--- config.mk ---
export PLATFORM = sky130hd
export DESIGN_NAME = tbd_dispatcher
export DESIGN_NICKNAME = d
export VERILOG_FILES = /design/src/rtl/tbd_pkg.sv /design/src/rtl/tbd_pick.sv /design/src/rtl/tbd_slots.sv /design/src/rtl/tbd_cursor.sv /design/src/rtl/tbd_dispatcher.sv
export SDC_FILE = /design/constraint.sdc
export NUM_CORES = 1
export LEC_CHECK = 0
export ABC_CLOCK_PERIOD_IN_PS = 13800
export BUFFER_PORTS_ARGS = -buffer_cell sky130_fd_sc_hd__buf_2
export CAP_MARGIN = 20
export CELL_PAD_IN_SITES_DETAIL_PLACEMENT = 0
export CELL_PAD_IN_SITES_GLOBAL_PLACEMENT = 1
export CORE_ASPECT_RATIO = 1.4
export CORE_MARGIN = 2
export CORE_UTILIZATION = 30
export CTS_BUF_LIST = sky130_fd_sc_hd__clkbuf_2
export CTS_CLUSTER_DIAMETER = 200
export DETAILED_ROUTE_END_ITERATION = 8
export GPL_ROUTABILITY_DRIVEN = 0
export PLACE_DENSITY_LB_ADDON = 0.1
export SYNTH_ARGS = -nofsm -noshare
export SYNTH_HDL_FRONTEND = slang
export SYNTH_SLANG_ARGS = --single-unit
--- constraint.sdc ---
create_clock -name clk -period 13.8 [get_ports clk]
set_clock_uncertainty 0.2 [all_clocks]
set_input_delay 2.07 -clock clk [delete_from_list [all_inputs] [get_ports clk]]
set_output_delay 2.07 -clock clk [all_outputs]
set_load 0.005 [all_outputs]
--- src/rtl/tbd_pkg.sv ---
package tbd_pkg;

  // Live threads in a block starting at base: min(tpb, elems - base).
  function automatic int unsigned tail_count(int unsigned base,
                                             int unsigned tpb,
                                             int unsigned elems);
    int unsigned rem;
    rem = (elems > base) ? (elems - base) : 0;
    return (rem < tpb) ? rem : tpb;
  endfunction

  // Blocks a grid needs: ceil(elems / tpb), zero for an empty launch.
  function automatic int unsigned grid_blocks(int unsigned elems,
                                              int unsigned tpb);
    if (tpb == 0) return 0;
    return (elems + tpb - 1) / tpb;
  endfunction

endpackage

--- src/rtl/tbd_pick.sv ---
module tbd_pick #(
  parameter int N = 4,
  localparam int SW = (N > 1) ? $clog2(N) : 1
) (
  input  logic [N-1:0]  free_mask,
  output logic          any_free,
  output logic [N-1:0]  pick_onehot,
  output logic [SW-1:0] pick_idx
);

  always_comb begin
    pick_idx = '0;
    for (int i = N - 1; i >= 0; i--) begin
      if (free_mask[i]) pick_idx = SW'(i);
    end
  end

  assign pick_onehot = free_mask & (~free_mask + N'(1));
  assign any_free    = |free_mask;

endmodule

--- src/rtl/tbd_slots.sv ---
module tbd_slots #(
  parameter int N = 4
) (
  input  logic         clk,
  input  logic         rst_n,
  input  logic         alloc_en,
  input  logic [N-1:0] alloc_onehot,
  input  logic [N-1:0] retire,
  output logic [N-1:0] busy,
  output logic [N-1:0] retire_hit
);

  for (genvar g = 0; g < N; g++) begin : g_slot
    logic occ_q;
    always_ff @(posedge clk or negedge rst_n) begin
      if (!rst_n)                          occ_q <= 1'b0;
      else if (alloc_en && alloc_onehot[g]) occ_q <= 1'b1;
      else if (retire[g])                   occ_q <= 1'b0;
    end
    assign busy[g] = occ_q;
  end

  assign retire_hit = retire & busy;

endmodule

--- src/rtl/tbd_cursor.sv ---
module tbd_cursor #(
  parameter int CNT_W = 16,
  parameter int TPB_W = 11
) (
  input  logic             clk,
  input  logic             rst_n,
  input  logic             load,
  input  logic [CNT_W-1:0] elems_in,
  input  logic [TPB_W-1:0] tpb_in,
  input  logic             advance,
  output logic             more,
  output logic [CNT_W-1:0] base,
  output logic [CNT_W-1:0] blk,
  output logic [TPB_W-1:0] active,
  output logic [TPB_W-1:0] tpb_cur
);
  import tbd_pkg::*;

  logic [CNT_W:0]   base_q;
  logic [CNT_W-1:0] blk_q;
  logic [CNT_W-1:0] elems_q;
  logic [TPB_W-1:0] tpb_q;

  always_ff @(posedge clk or negedge rst_n) begin
    if (!rst_n) begin
      base_q  <= '0;
      blk_q   <= '0;
      elems_q <= '0;
      tpb_q   <= '0;
    end else if (load) begin
      base_q  <= '0;
      blk_q   <= '0;
      elems_q <= elems_in;
      tpb_q   <= tpb_in;
    end else if (advance) begin
      base_q  <= base_q + (CNT_W+1)'(tpb_q);
      blk_q   <= blk_q + CNT_W'(1);
    end
  end

  assign more    = (tpb_q != '0) && (base_q < {1'b0, elems_q});
  assign base    = base_q[CNT_W-1:0];
  assign blk     = blk_q;
  assign tpb_cur = tpb_q;
  assign active  = TPB_W'(tail_count(32'(base_q), 32'(tpb_q), 32'(elems_q)));

endmodule

--- src/rtl/tbd_dispatcher.sv ---
module tbd_dispatcher #(
  parameter int NUM_SLOTS = 4,
  parameter int CNT_W     = 16,
  parameter int TPB_W     = 11,
  localparam int SLOT_W   = (NUM_SLOTS > 1) ? $clog2(NUM_SLOTS) : 1
) (
  input  logic                 clk,
  input  logic                 rst_n,
  input  logic                 launch_valid,
  output logic                 launch_ready,
  input  logic [CNT_W-1:0]     launch_elems,
  input  logic [TPB_W-1:0]     launch_tpb,
  input  logic [NUM_SLOTS-1:0] retire,
  output logic [NUM_SLOTS-1:0] slot_busy,
  output logic                 grant_valid,
  output logic [SLOT_W-1:0]    grant_slot,
  output logic [CNT_W-1:0]     grant_block,
  output logic [CNT_W-1:0]     grant_base,
  output logic [TPB_W-1:0]     grant_active,
  output logic                 done
);

  logic                 running_q;
  logic                 done_q;
  logic                 launch_take;
  logic                 blocks_left;
  logic                 any_free;
  logic [NUM_SLOTS-1:0] pick_onehot;
  logic [NUM_SLOTS-1:0] retire_hit;
  logic                 finish_evt;
  logic [TPB_W-1:0]     cur_tpb;

  assign launch_ready = !running_q;
  assign launch_take  = launch_valid && launch_ready;

  tbd_cursor #(.CNT_W(CNT_W), .TPB_W(TPB_W)) u_cursor (
    .clk      (clk),
    .rst_n    (rst_n),
    .load     (launch_take),
    .elems_in (launch_elems),
    .tpb_in   (launch_tpb),
    .advance  (grant_valid),
    .more     (blocks_left),
    .base     (grant_base),
    .blk      (grant_block),
    .active   (grant_active),
    .tpb_cur  (cur_tpb)
  );

  tbd_pick #(.N(NUM_SLOTS)) u_pick (
    .free_mask   (~slot_busy),
    .any_free    (any_free),
    .pick_onehot (pick_onehot),
    .pick_idx    (grant_slot)
  );

  tbd_slots #(.N(NUM_SLOTS)) u_slots (
    .clk          (clk),
    .rst_n        (rst_n),
    .alloc_en     (grant_valid),
    .alloc_onehot (pick_onehot),
    .retire       (retire),
    .busy         (slot_busy),
    .retire_hit   (retire_hit)
  );

  assign grant_valid = running_q && blocks_left && any_free;
  assign finish_evt  = running_q && !blocks_left &&
                       ((slot_busy & ~retire_hit) == '0);

  always_ff @(posedge clk or negedge rst_n) begin
    if (!rst_n) begin
      running_q <= 1'b0;
      done_q    <= 1'b0;
    end else if (launch_take) begin
      running_q <= 1'b1;
      done_q    <= 1'b0;
    end else if (finish_evt) begin
      running_q <= 1'b0;
      done_q    <= 1'b1;
    end
  end

  assign done = done_q;

endmodule

# After elaboration in Yosys (flattened, before gate mapping)
# Index checks and enable logic that the tools add are counted.
[totals]
ff_bits = 66
inputBits = 34
out_inout_bits = 52
elab_cells = 66
[op_classes]
add_sub_neg = 4
n_lt_le_gt_ge = 3
muxes = 22
bitwise = 6
reduce_logical = 21
[ops]
columns = ["op", "n"]
rows = [
  ["$mux 17", 2],
  ["$lt 32x11->1", 1],
  ["$mux 16", 2],
  ["$mux 32", 1],
  ["$sub 16x17->18", 1],
  ["$add 17x11->17", 1],
  ["$gt 16x17->1", 1],
  ["$lt 17x16->1", 1],
  ["$add 16x1->16 const B", 1],
  ["$and 4x4->4", 3],
  ["$mux 1", 12],
  ["$not 4->4", 3],
  ["$reduce_bool 2->1", 6],
  ["$mux 11", 1],
  ["$reduce_bool 11->1", 1],
  ["$logic_and 1x1->1", 10],
  ["$mux 2", 4],
  ["$add 4x1->4 const B", 1],
  ["$logic_not 4->1", 1],
  ["$reduce_or 4->1", 1],
  ["$logic_not 1->1", 2],
]

# Longest topological paths before layout
# Gate-level depths: netlist of the first run.
[depth]
ltp_word = 7
ltp_mapped = 23
depth_no_buf = 20

# Cells and area by module
# A second synthesis of the first run with hierarchy kept.
[hier_totals]
hier_cells = 585
area_unflattened_um2 = 5121.2
[by_module_without_submodules]
columns = ["mod", "instances", "cells_each", "area_per_inst_um2", "seq_area_each_um2"]
rows = [
  ["tbd_cursor", 1, 535, 4714.5, 1501.4],
  ["tbd_slots", 1, 24, 220.2, 100.1],
  ["tbd_dispatcher", 1, 16, 127.6, 50.0],
  ["tbd_pick", 1, 10, 58.8, 0.0],
]

# Least setup slack after synthesis of the first run
# Ideal clock, no wire load.
[synth_path]
path_kind = "reg-to-output"
from = "register u_cursor.elems_q[0]"
to = "output grant_active[0]"
arrival_ns = 4.282
t_required_ns = 11.530
path_slack_ns = 7.248
stages_incl_launch_ff = 24
path_buffers = 3
cell_sequence = "dfrtp_1 inv_1 ha_1 inv_1 fa_1 a21o_1 a221o_1 a21oi_1 o22ai_2 and2_1 buf_6 clkbuf_1 nand2_1 inv_1 ha_1 a21o_1 a21o_1 a31oi_1 a21oi_1 a211o_1 nor3_1 nand4_2 buf_6 mux2i_1"
[synth_between]
elab_chain_len = 4
word_cells_on_any_way = 5
classes_between = "add/sub: 1; order compare: 2; mux: 2"
[synth_rtl]
columns = ["element", "line", "rtl"]
rows = [
  ["start: declaration", "tbd_cursor.sv:21", "logic [CNT_W-1:0] elems_q;"],
  ["start signal: assignment", "tbd_cursor.sv:33", "elems_q <= elems_in;"],
  ["$sub 16x17->18 or $gt 16x17->1 (tied branches)", "tbd_pkg.sv:8", "rem = (elems > base) ? (elems - base) : 0;"],
  ["$mux 32 *", "tbd_pkg.sv:8", ""],
  ["$lt 32x11->1", "tbd_pkg.sv:9", "return (rem < tpb) ? rem : tpb;"],
  ["$mux 11 *", "tbd_pkg.sv:9", ""],
  ["end: declaration", "tbd_dispatcher.sv:19", "output logic [TPB_W-1:0] grant_active,"],
]
# Mark *: on every way between the ends. The rest lies on a longest branch, timed or not.

# Worst setup path in the final report of the first run
[layout_path]
from = "register u_cursor.elems_q[0]"
to = "output grant_active[10]"
# Same word-level chain as after synthesis.

==> results.toml, run 1 <==
[outcome]
status = "finished clean"

[min_path]
holdPathStages = 1
holdCritStartpoint = "done$_DFFE_PN0P_"
hold_path_end = "done$_DFFE_PN0P_"
hold_class = "flop to flop"

[floorplan]
rows = 54
io_pins = 86
chipWidth_um = 111
core_area_sq_um = 15600
die_area_sq_um = 16900
fp.dieH_um = 153
start_util = 0.306

[final_layout]
multiInputGateArea_sq_um = 2690
nets = 712
seq_area_sq_um = 1650
layout-area-overhead-vs-synth_pct = 12.9
final_layout_size_suffix_gt1_frac = 0.176
fillers = 1712

[critical_path]
setup.worst_path.start_class = "flop"
reg2reg_depth = 12
r2r-end = "u_cursor.blk[4]$_DFFE_PN0P_"
cp_data_arrival_time_ns = 5.60
worstSetupPathType = "flop to output port"
cp-end-kind = "output port"
rrSetupSlack_ns = 10.31
crit_fanout = 15
cp.required_ns = 11.53
r2r-start = "u_cursor.base_q[11]$_DFFE_PN0P_"

[yosys]
synth_top_area_share = 0.346
synth-edff-count = 0
synthArstFlopShare = 1.00
synth_common_cells = "111 x nand2_1, 66 x dfrtp_1, 49 x inv_1"
avgSynthCellArea_sq_um = 8.25
ys_seq_area_frac = 0.346
syn-cell-area_sq_um = 4770
syn_inst = 578
syn-num-nets = 652
yosys-top-cells-area = "dfrtp_1 35%, ha_1 10%, nand2_1 8.7%, xnor2_1 4.0%, o21ai_0 3.9%"
synth.distinct_cells = 58
synthFlopType = "dfrtp_1"
yosysMostFrequentCell = "nand2_1"
ys_ff_latch = 66
yosysWarnings = 0
synth_top_cell_by_area = "dfrtp_1"

[routing]
vias_per_cell = 4.88
ant_nets = 0
wire_per_inst_um = 16.5
drc = 0
drt_iter0_drc = 131
via_count = 4103
wirelength_um = 13900
dr.pass1.iters = 4

[timing]
setup_viol = 0
rsz0062_at_grt = "false"
slew_headroom = 0.396
whs_ns = 0.312
fmax_ghz = 0.127
period_needed_ns = 7.87
period_share = 0.570
worst_pin_slew_ns = 0.907
finalMaxSlewViolations = 0
final_hold_viol_count = 0
tns_ns = 0

[clocking]
post_cts_resized = 0
clock_latency_ns = 0.60
cts_htree_levels = 3
postCtsSetupBuffers = 0
cts_made_buffers = 9
cts_sinks = 66
cts_buffer_depth = 2
cts_tree = "built"
clk_pin_slew_ns = 0.19
hold_buffers = 0
cts-root-buf = "clkbuf_2"

[global_route]
grt_pass1_wl_um = 22900
antenna_found_initial = 1
grt_max_degree = 67
grt-ovfl-total = 0
grt_pass1_vias = 4274
grt_usage = 0.171

[placed_design]
place_hpwl_um = 10600
port_buffers = 85

[pwr]
power_density_nw_per_um2 = 294
ir_drop_mv = 0.117
power_leakage_nw = 2.82

[flow_run]
max_cap_violations = 0
[worst max-delay path, cell delays in order, from the launching register on]
cell	delay, ns
dfrtp_1	0.40
inv_1	0.06
ha_1	0.16
inv_1	0.05
fa_1	0.39
a21o_1	0.21
a221o_1	0.36
a21oi_1	0.34
o22ai_2	0.18
and2_1	0.35
nand2_1	0.17
inv_1	0.05
ha_1	0.28
a21o_1	0.18
a21o_1	0.17
a31oi_1	0.15
a21oi_1	0.08
a211o_1	0.28
nor3_1	0.23
nand4_2	0.44
mux2i_1	0.32
buf_2	0.15
[cells by family after synthesis]
family                     count (synthesis)  synth area share
and+or+nand+nor                          229             0.220
adders and majority gates                 40             0.108
AOI/OAI and AO/OA                        104             0.140
DFF                                       66             0.346
muxes                                     14            0.0294
buffers and inverters                     90            0.0923
xor gates and xnor gates                  35            0.0643
[per-stage QoR]
stage	std cells	total power [W]	worst slack, ns	area (sq um)	utilization
final	840	0.00158	5.93	5380	0.345
after global routing	840	0.00177	5.41	5380	0.345
after CTS	839	0.00161	5.84	5380	0.345
after detailed placement	823	0.00145	6.53	5230	0.335
after global placement	823	0.00144	6.64	5230	0.335
after floorplan	578	0.00115	7.25	4770	-
[report_power, final]
part | switching (W) | leakage (nW) | total (W) | internal, W
registers | 0.0000853 | 0.856 | 0.000345 | 0.000260
logic | 0.000638 | 1.87 | 0.00108 | 0.000443
clock network | 0.0000797 | 0.0872 | 0.000157 | 0.0000776
total | 0.000803 | 2.82 | 0.00158 | 0.000781
[cell type report]
cell class | instances | area share
Inverter | 50 | 0.0349
Tap cell | 196 | 0.0455
Clock buffer | 10 | 0.00930
Clock inverter | 6 | 0.0195
Antenna cell | 1 | 0.000465
Timing Repair Buffer | 89 | 0.0846
Sequential cell | 66 | 0.307
Multi-Input combinational cell | 422 | 0.499
[state kept, by name, indices dropped and copies added (netlist names)]
register              count
u_cursor.tpb_cur         11
u_cursor.elems_q         16
running_q                 1
done                      1
u_slots.g_slot.occ_q      4
u_cursor.blk             16
u_cursor.base_q          17
[cell usage in the layout, fill, tap and decap left out, types with 2 or more instances in the layout]
cell	count
a21boi_0	3
xor2_1	13
bufinv_16	3
clkinv_1	2
clkbuf_2	10
o2bb2ai_1	2
a211o_1	3
a21o_1	10
ha_1	38
o21bai_1	3
buf_4	4
a21oi_1	23
a31oi_1	3
fa_1	2
nor2b_1	3
buf_2	85
mux2i_1	14
nor3_1	14
or3_1	5
nand2_1	111
nand3_1	19
nor2_1	38
and3_1	6
inv_1	49
nor4_1	7
nand2b_1	8
dfrtp_1	66
a211oi_1	3
o21ai_0	37
nand4_1	7
xnor2_1	22
[layer usage]
metal / vias to the layer above / global-route usage / share of wire
met5: - / 0 / 0
met4: 0 / 0.0786 / 0.027
met3: 20 / 0.0301 / 0.035
met2: 76 / 0.300 / 0.50
met1: 1935 / 0.202 / 0.44
li1: 2072 / - / -
[how the worst max path moves through the flow]
stage,from,end
after detailed placement,u_cursor.base_q[0]$_DFFE_PN0P_,grant_active[9]
final,u_cursor.elems_q[0]$_DFFE_PN0P_,grant_active[10]
after floorplan,u_cursor.elems_q[0]$_DFFE_PN0P_,grant_active[0]
after CTS,u_cursor.base_q[0]$_DFFE_PN0P_,grant_active[9]
after global placement,u_cursor.base_q[11]$_DFFE_PN0P_,grant_active[5]
after global routing,u_cursor.base_q[0]$_DFFE_PN0P_,grant_active[9]
Power figures use the tool's default switching activity.
==> run 2: changes to the inputs <==
ABC_AREA = 1   (was default)
ABC_CLOCK_PERIOD_IN_PS = 7350   (was 13800)
clock period = 7.35 ns   (was 13.8 ns; I/O delays follow)
==> run 2 against run 1 <==
First-iteration DRC count is 14% higher. Sequential share of layout area down 1.5 points. Cell area rose by 5.1%. Final cell count grew 15%. Critical path type unchanged. Largest power group unchanged. Highest routed layer unchanged.
==> results.toml, run 2 <==
[clocking]
hold_buffers = 0
cts_buffer_depth = 2
cts_htree_levels = 3
clk_pin_slew_ns = 0.19
post_cts_resized = 0
cts_made_buffers = 9
cts_sinks = 66
cts-root-buf = "clkbuf_2"
postCtsSetupBuffers = 0
clock_latency_ns = 0.58
cts_tree = "built"

[global_route]
met3_usage = 0.0310
use_met1 = 0.212
grt_pass1_vias = 4827
antenna_found_initial = 1
grtUsageMet2 = 0.330
top_usage_layer = "met2"
grt_max_degree = 67
grt-ovfl-total = 0
grt_pass1_wl_um = 25200
grt_usage = 0.181

[floorplan]
die_area_sq_um = 18100
io_pins = 86
rows = 56
chipWidth_um = 114
start_util = 0.306
core_area_sq_um = 16700
fp.dieH_um = 158

[yosys]
syn-cell-area_sq_um = 5100
synth_common_cells = "208 x nand2_1, 75 x inv_1, 66 x dfrtp_1"
yosys-top-cells-area = "dfrtp_1 32%, nand2_1 15%, ha_1 9.3%, inv_1 5.5%, nand3_1 4.5%"
yosysMostFrequentCell = "nand2_1"
ys_seq_area_frac = 0.324
avgSynthCellArea_sq_um = 7.37
synth-edff-count = 0
ys_ff_latch = 66
synth_top_cell_by_area = "dfrtp_1"
synthArstFlopShare = 1.00
syn-num-nets = 766
yosysWarnings = 0
synth_top_area_share = 0.324
syn_inst = 692
synth.distinct_cells = 46
synthFlopType = "dfrtp_1"

[critical_path]
cp.required_ns = 6.05
r2r-end = "u_cursor.blk[3]$_DFFE_PN0P_"
rrSetupSlack_ns = 3.42
worstSetupPathType = "flop to output port"
crit_end = "grant_active[9]"
reg2reg_depth = 16
setup.worst_path.start_class = "flop"
crit_start = "u_cursor.base_q[12]$_DFFE_PN0P_"
cp-end-kind = "output port"
r2r-start = "u_cursor.base_q[11]$_DFFE_PN0P_"
cp_data_arrival_time_ns = 4.39
crit_fanout = 12

[final_layout]
final_common_cell = "nand2_1"
layout.cells.non_filler = 965
layout-area-overhead-vs-synth_pct = 11.0
fillers = 1845
largest_reg_flops = 17
nets = 830
mostFrequentLayoutCells = "208 x nand2_1, 85 x buf_2, 75 x inv_1, 66 x dfrtp_1, 46 x nand3_1"
final_layout_size_suffix_gt1_frac = 0.176
largest-register = "u_cursor.base_q"

[timing]
fmax_ghz = 0.176
finalMaxSlewViolations = 0
worst_pin_slew_ns = 0.893
final_hold_viol_count = 0
period_needed_ns = 5.69
tns_ns = 0
period_share = 0.774
rsz0062_at_grt = "false"
slew_headroom = 0.405
setup_viol = 0

[pwr]
ir_drop_mv = 0.287
power_leakage_nw = 2.99
power_density_nw_per_um2 = 553
p_total_w = 0.00313

[routing]
drt_iter0_drc = 149
vias_per_cell = 4.88
dr.pass1.iters = 4
via_count = 4708
wirelength_um = 15600
drc = 0
wire_per_inst_um = 16.2
ant_nets = 0

[placed_design]
port_buffers = 85
placed_cells = 948
place_hpwl_um = 12100

[min_path]
hold_class = "flop to flop"
holdPathStages = 2

[flow_run]
max_cap_violations = 0

[outcome]
status = "finished clean"
run 2: cell types whose count changed in the layout (fill, tap and decap cells not counted), sizes merged, moves of 10 or more:
cell	change
nand2	+105
a21oi	+10
nand3	+27
o31ai	+12
mux2i	-14
xnor2	-12
inv	+27
run 2: power breakdown:
| group | leakage (nW) | internal (W) | total, W | switching [W] |
|---|---|---|---|---|
| logic | 2.06 | 0.000811 | 0.00226 | 0.00145 |
| registers | 0.853 | 0.000489 | 0.000639 | 0.000150 |
| clock network | 0.0760 | 0.0000833 | 0.000229 | 0.000146 |
| total | 2.99 | 0.00138 | 0.00313 | 0.00174 |
run 2: layout make-up:
type / instances / area [sq um] / share of cell area
diodes: 1 / 2.50 / 0.000442
clock inverters: 3 / 40.0 / 0.00708
inverters: 78 / 297 / 0.0524
multi-input cells: 512 / 2890 / 0.511
well taps: 203 / 254 / 0.0449
clock buffers: 13 / 65.1 / 0.0115
flip-flops and latches: 66 / 1650 / 0.292
repair buffers: 89 / 455 / 0.0805
run 2: per-layer routing:
metal  wire, um  share of wire
met2       8120           0.52
met4        332          0.021
met1       6620           0.42
met3        549          0.035
met5          0              0
run 2: worst max-delay path: stages, from the launching register on:
cell	delay, ns
dfrtp_1	0.52
inv_1	0.14
ha_1	0.42
nand2_2	0.08
nor2_1	0.18
and3_1	0.23
nand2_2	0.08
nand2_4	0.07
nand3_4	0.11
inv_4	0.12
o21ai_0	0.08
a21oi_1	0.22
ha_1	0.29
a21oi_1	0.16
o21ai_1	0.08
nor2_2	0.38
nand2_1	0.34
nand2_1	0.14
nand2_1	0.05
buf_2	0.12
run 2: how the worst min path moves through the flow:
stage / start / end / slack (ns)
after floorplan: u_cursor.elems_q[10]$_DFFE_PN0P_ / u_cursor.elems_q[10]$_DFFE_PN0P_ / 0.25
after global placement: done$_DFFE_PN0P_ / done$_DFFE_PN0P_ / 0.28
after detailed placement: done$_DFFE_PN0P_ / done$_DFFE_PN0P_ / 0.28
after CTS: done$_DFFE_PN0P_ / done$_DFFE_PN0P_ / 0.32
after global routing: u_cursor.elems_q[11]$_DFFE_PN0P_ / u_cursor.elems_q[11]$_DFFE_PN0P_ / 0.35
final: done$_DFFE_PN0P_ / done$_DFFE_PN0P_ / 0.31
run 2: cell families after synthesis:
family,Yosys count,synth area share
AND/OR/NAND/NOR,337,0.280
buffers and inverters,114,0.109
AO/OA/AOI/OAI,108,0.139
flip-flops,66,0.324
adder cells (fa/ha/maj),40,0.101
XOR/XNOR,27,0.0464
run 2: stage by stage:
stage               hold slack [ns]  worst slack (ns)  cell area, sq um  utilization
finish                        0.314              1.66              5660        0.339
detailed placement            0.277              2.30              5550        0.333
global route                  0.349              1.12              5660        0.339
floorplan                     0.253              3.38              5100            -
CTS                           0.319              1.62              5650        0.339
global placement              0.277              2.36              5550        0.333
==> run 3: changes to the inputs <==
ABC_CLOCK_PERIOD_IN_PS = 4950   (was 7350)
clock period = 4.95 ns   (was 7.35 ns; I/O delays follow)
==> run 3 against run 2 <==
Clock power increased by 50%. Power increased by 56%. Register-to-register slack got worse by 2.1 ns. Final cell count increased by 1.5%. Highest routed layer unchanged. Critical endpoint is now grant_active[1]. Global-route usage increased by 0.19 points. Die area unchanged. Core utilization increased by 1.2 points.
==> results.toml, run 3 (synthesis results as in run 2) <==
[outcome]
status = "finished clean"

[critical_path]
slowest_stage = "dfrtp_2"
worstPathCellList = "inv_1 -> ha_2 -> a21oi_1 -> nand2_1 -> a21oi_2 -> nand2_4 -> nand3_4 -> nor2_1 -> ha_1 -> a21oi_1 -> nor2_1 -> a211oi_1 -> nand2_1 -> nand2_2 -> buf_6 -> nand3_1 -> nand2_1 -> buf_2"
setup.worst_path.start_class = "flop"
cp_data_arrival_time_ns = 3.70
max_stage_delay_ns = 0.48
crit_fanout = 11
r2r-start = "u_cursor.base_q[11]$_DFFE_PN0P_"
worstSetupPathType = "flop to output port"
crit_top_cell = "nand2_1"
cp-end-kind = "output port"
r2r-end = "u_cursor.blk[3]$_DFFE_PN0P_"
reg2reg_depth = 16
crit_family = "simple AND/OR/NAND/NOR gates"
timing.critical_path.buf_inv = 3
rrSetupSlack_ns = 1.34
cp.required_ns = 4.01

[final_layout]
seq_area_sq_um = 1660
largest-register = "u_cursor.base_q"
mostFrequentLayoutCells = "205 x nand2_1, 85 x buf_2, 73 x inv_1, 63 x dfrtp_1, 46 x nand3_1"
fillers = 1822
utilization = 0.351
multiInputGateArea_sq_um = 2970
final_common_cell = "nand2_1"
largest_reg_flops = 17
layout-area-overhead-vs-synth_pct = 14.9
nets = 844
layout.cells.non_filler = 979
final_layout_size_suffix_gt1_frac = 0.212

[timing]
setup_viol = 0
period_needed_ns = 4.64
slew_headroom = 0.403
fmax_ghz = 0.215
final_hold_viol_count = 0
whs_ns = 0.0539
finalMaxSlewViolations = 0
worst_pin_slew_ns = 0.895
period_share = 0.938
tns_ns = 0

[global_route]
grt_pass1_vias = 4698
grt_pass1_wl_um = 25200
antenna_found_initial = 1
grt-ovfl-total = 0
grt_usage = 0.183
grt_max_degree = 35

[flow_run]
max_cap_violations = 0

[routing]
vias_per_cell = 4.82
ant_nets = 0
drc = 0
dr.pass1.iters = 4
via_count = 4715
wirelength_um = 15800
drt_iter0_drc = 188
wire_per_inst_um = 16.2

[floorplan]
io_pins = 86
die_area_sq_um = 18100
chipWidth_um = 114
fp.dieH_um = 158
core_area_sq_um = 16700
rows = 56
start_util = 0.306

[clocking]
clk_pin_slew_ns = 0.23
cts_sinks = 66
cts_tree = "built"
hold_buffers = 0
cts_buffer_depth = 2
cts_made_buffers = 9
clock_latency_ns = 0.58
cts-root-buf = "clkbuf_2"
cts_htree_levels = 3

[pwr]
power_density_nw_per_um2 = 834
power_leakage_nw = 3.05
ir_drop_mv = 0.484
p_total_w = 0.00489

[placed_design]
port_buffers = 85
placed_cells = 950
place_hpwl_um = 12400

[min_path]
hold_class = "primary input to async pin"
run 3: worst max-delay path by stage:
stage                                                from              end  slack (ns)  cells after the start
final                     u_cursor.base_q[11]$_DFFE_PN0P_  grant_active[1]        0.31                     18
after global routing       u_cursor.base_q[6]$_DFFE_PN0P_  grant_active[9]      -0.003                     24
after CTS                 u_cursor.base_q[14]$_DFFE_PN0P_  grant_active[4]       0.006                     21
after detailed placement  u_cursor.base_q[12]$_DFFE_PN0P_  grant_active[5]        0.57                     21
after global placement    u_cursor.base_q[11]$_DFFE_PN0P_  grant_active[9]        0.59                     20
after floorplan           u_cursor.base_q[11]$_DFFE_PN0P_  grant_active[0]        1.34                     17
run 3: per-stage QoR:
stage,cell area (sq um),setup slack (ns)
after global placement,5560,0.588
after floorplan,5100,1.34
after detailed placement,5560,0.566
after CTS,5670,0.00649
after global routing,5860,-0.00333
final,5860,0.306
run 3: what timing repair did:
| item | in CTS | in global routing |
|---|---|---|
| endpoints found under the hold margin | 0 | 0 |
| endpoints found under the setup margin | 11 | 11 |
| setup buffers | 0 | 12 |
| resized for setup | 3 | 22 |
run 3: metal layers:
| layer | wire [um] | vias up | part of all wire | track usage |
|---|---|---|---|---|
| met4 | 409 | 0 | 0.026 | 0.0679 |
| met3 | 554 | 24 | 0.035 | 0.0302 |
| met2 | 8180 | 103 | 0.52 | 0.331 |
| li1 | - | 2410 | - | - |
| met5 | 0 | - | 0 | 0 |
| met1 | 6700 | 2178 | 0.42 | 0.216 |
run 3: area by class of cell:
| cell class | count | share of cell area |
|---|---|---|
| multi-input cells | 512 | 0.508 |
| flip-flops and latches | 66 | 0.283 |
| repair buffers | 103 | 0.0970 |
| inverters | 78 | 0.0511 |
| well taps | 203 | 0.0434 |
| clock inverters | 7 | 0.0103 |
| clock buffers | 9 | 0.00769 |
| diodes | 1 | 0.000427 |
run 3: power by group:
part	switching, W	internal, W	leakage (nW)
sequential	0.000215	0.000729	0.848
clock	0.000234	0.000111	0.0682
combinational	0.00222	0.00138	2.13
run 3: worst reg2reg max path: cells and delay by family, from the launching register on:
kind                       cells  cell delay, ns
and+or+nand+nor                7            1.13
buffers and inverters          4            0.73
DFF                            1            0.48
AOI/OAI and AO/OA              4            0.63
adders and majority gates      1            0.34
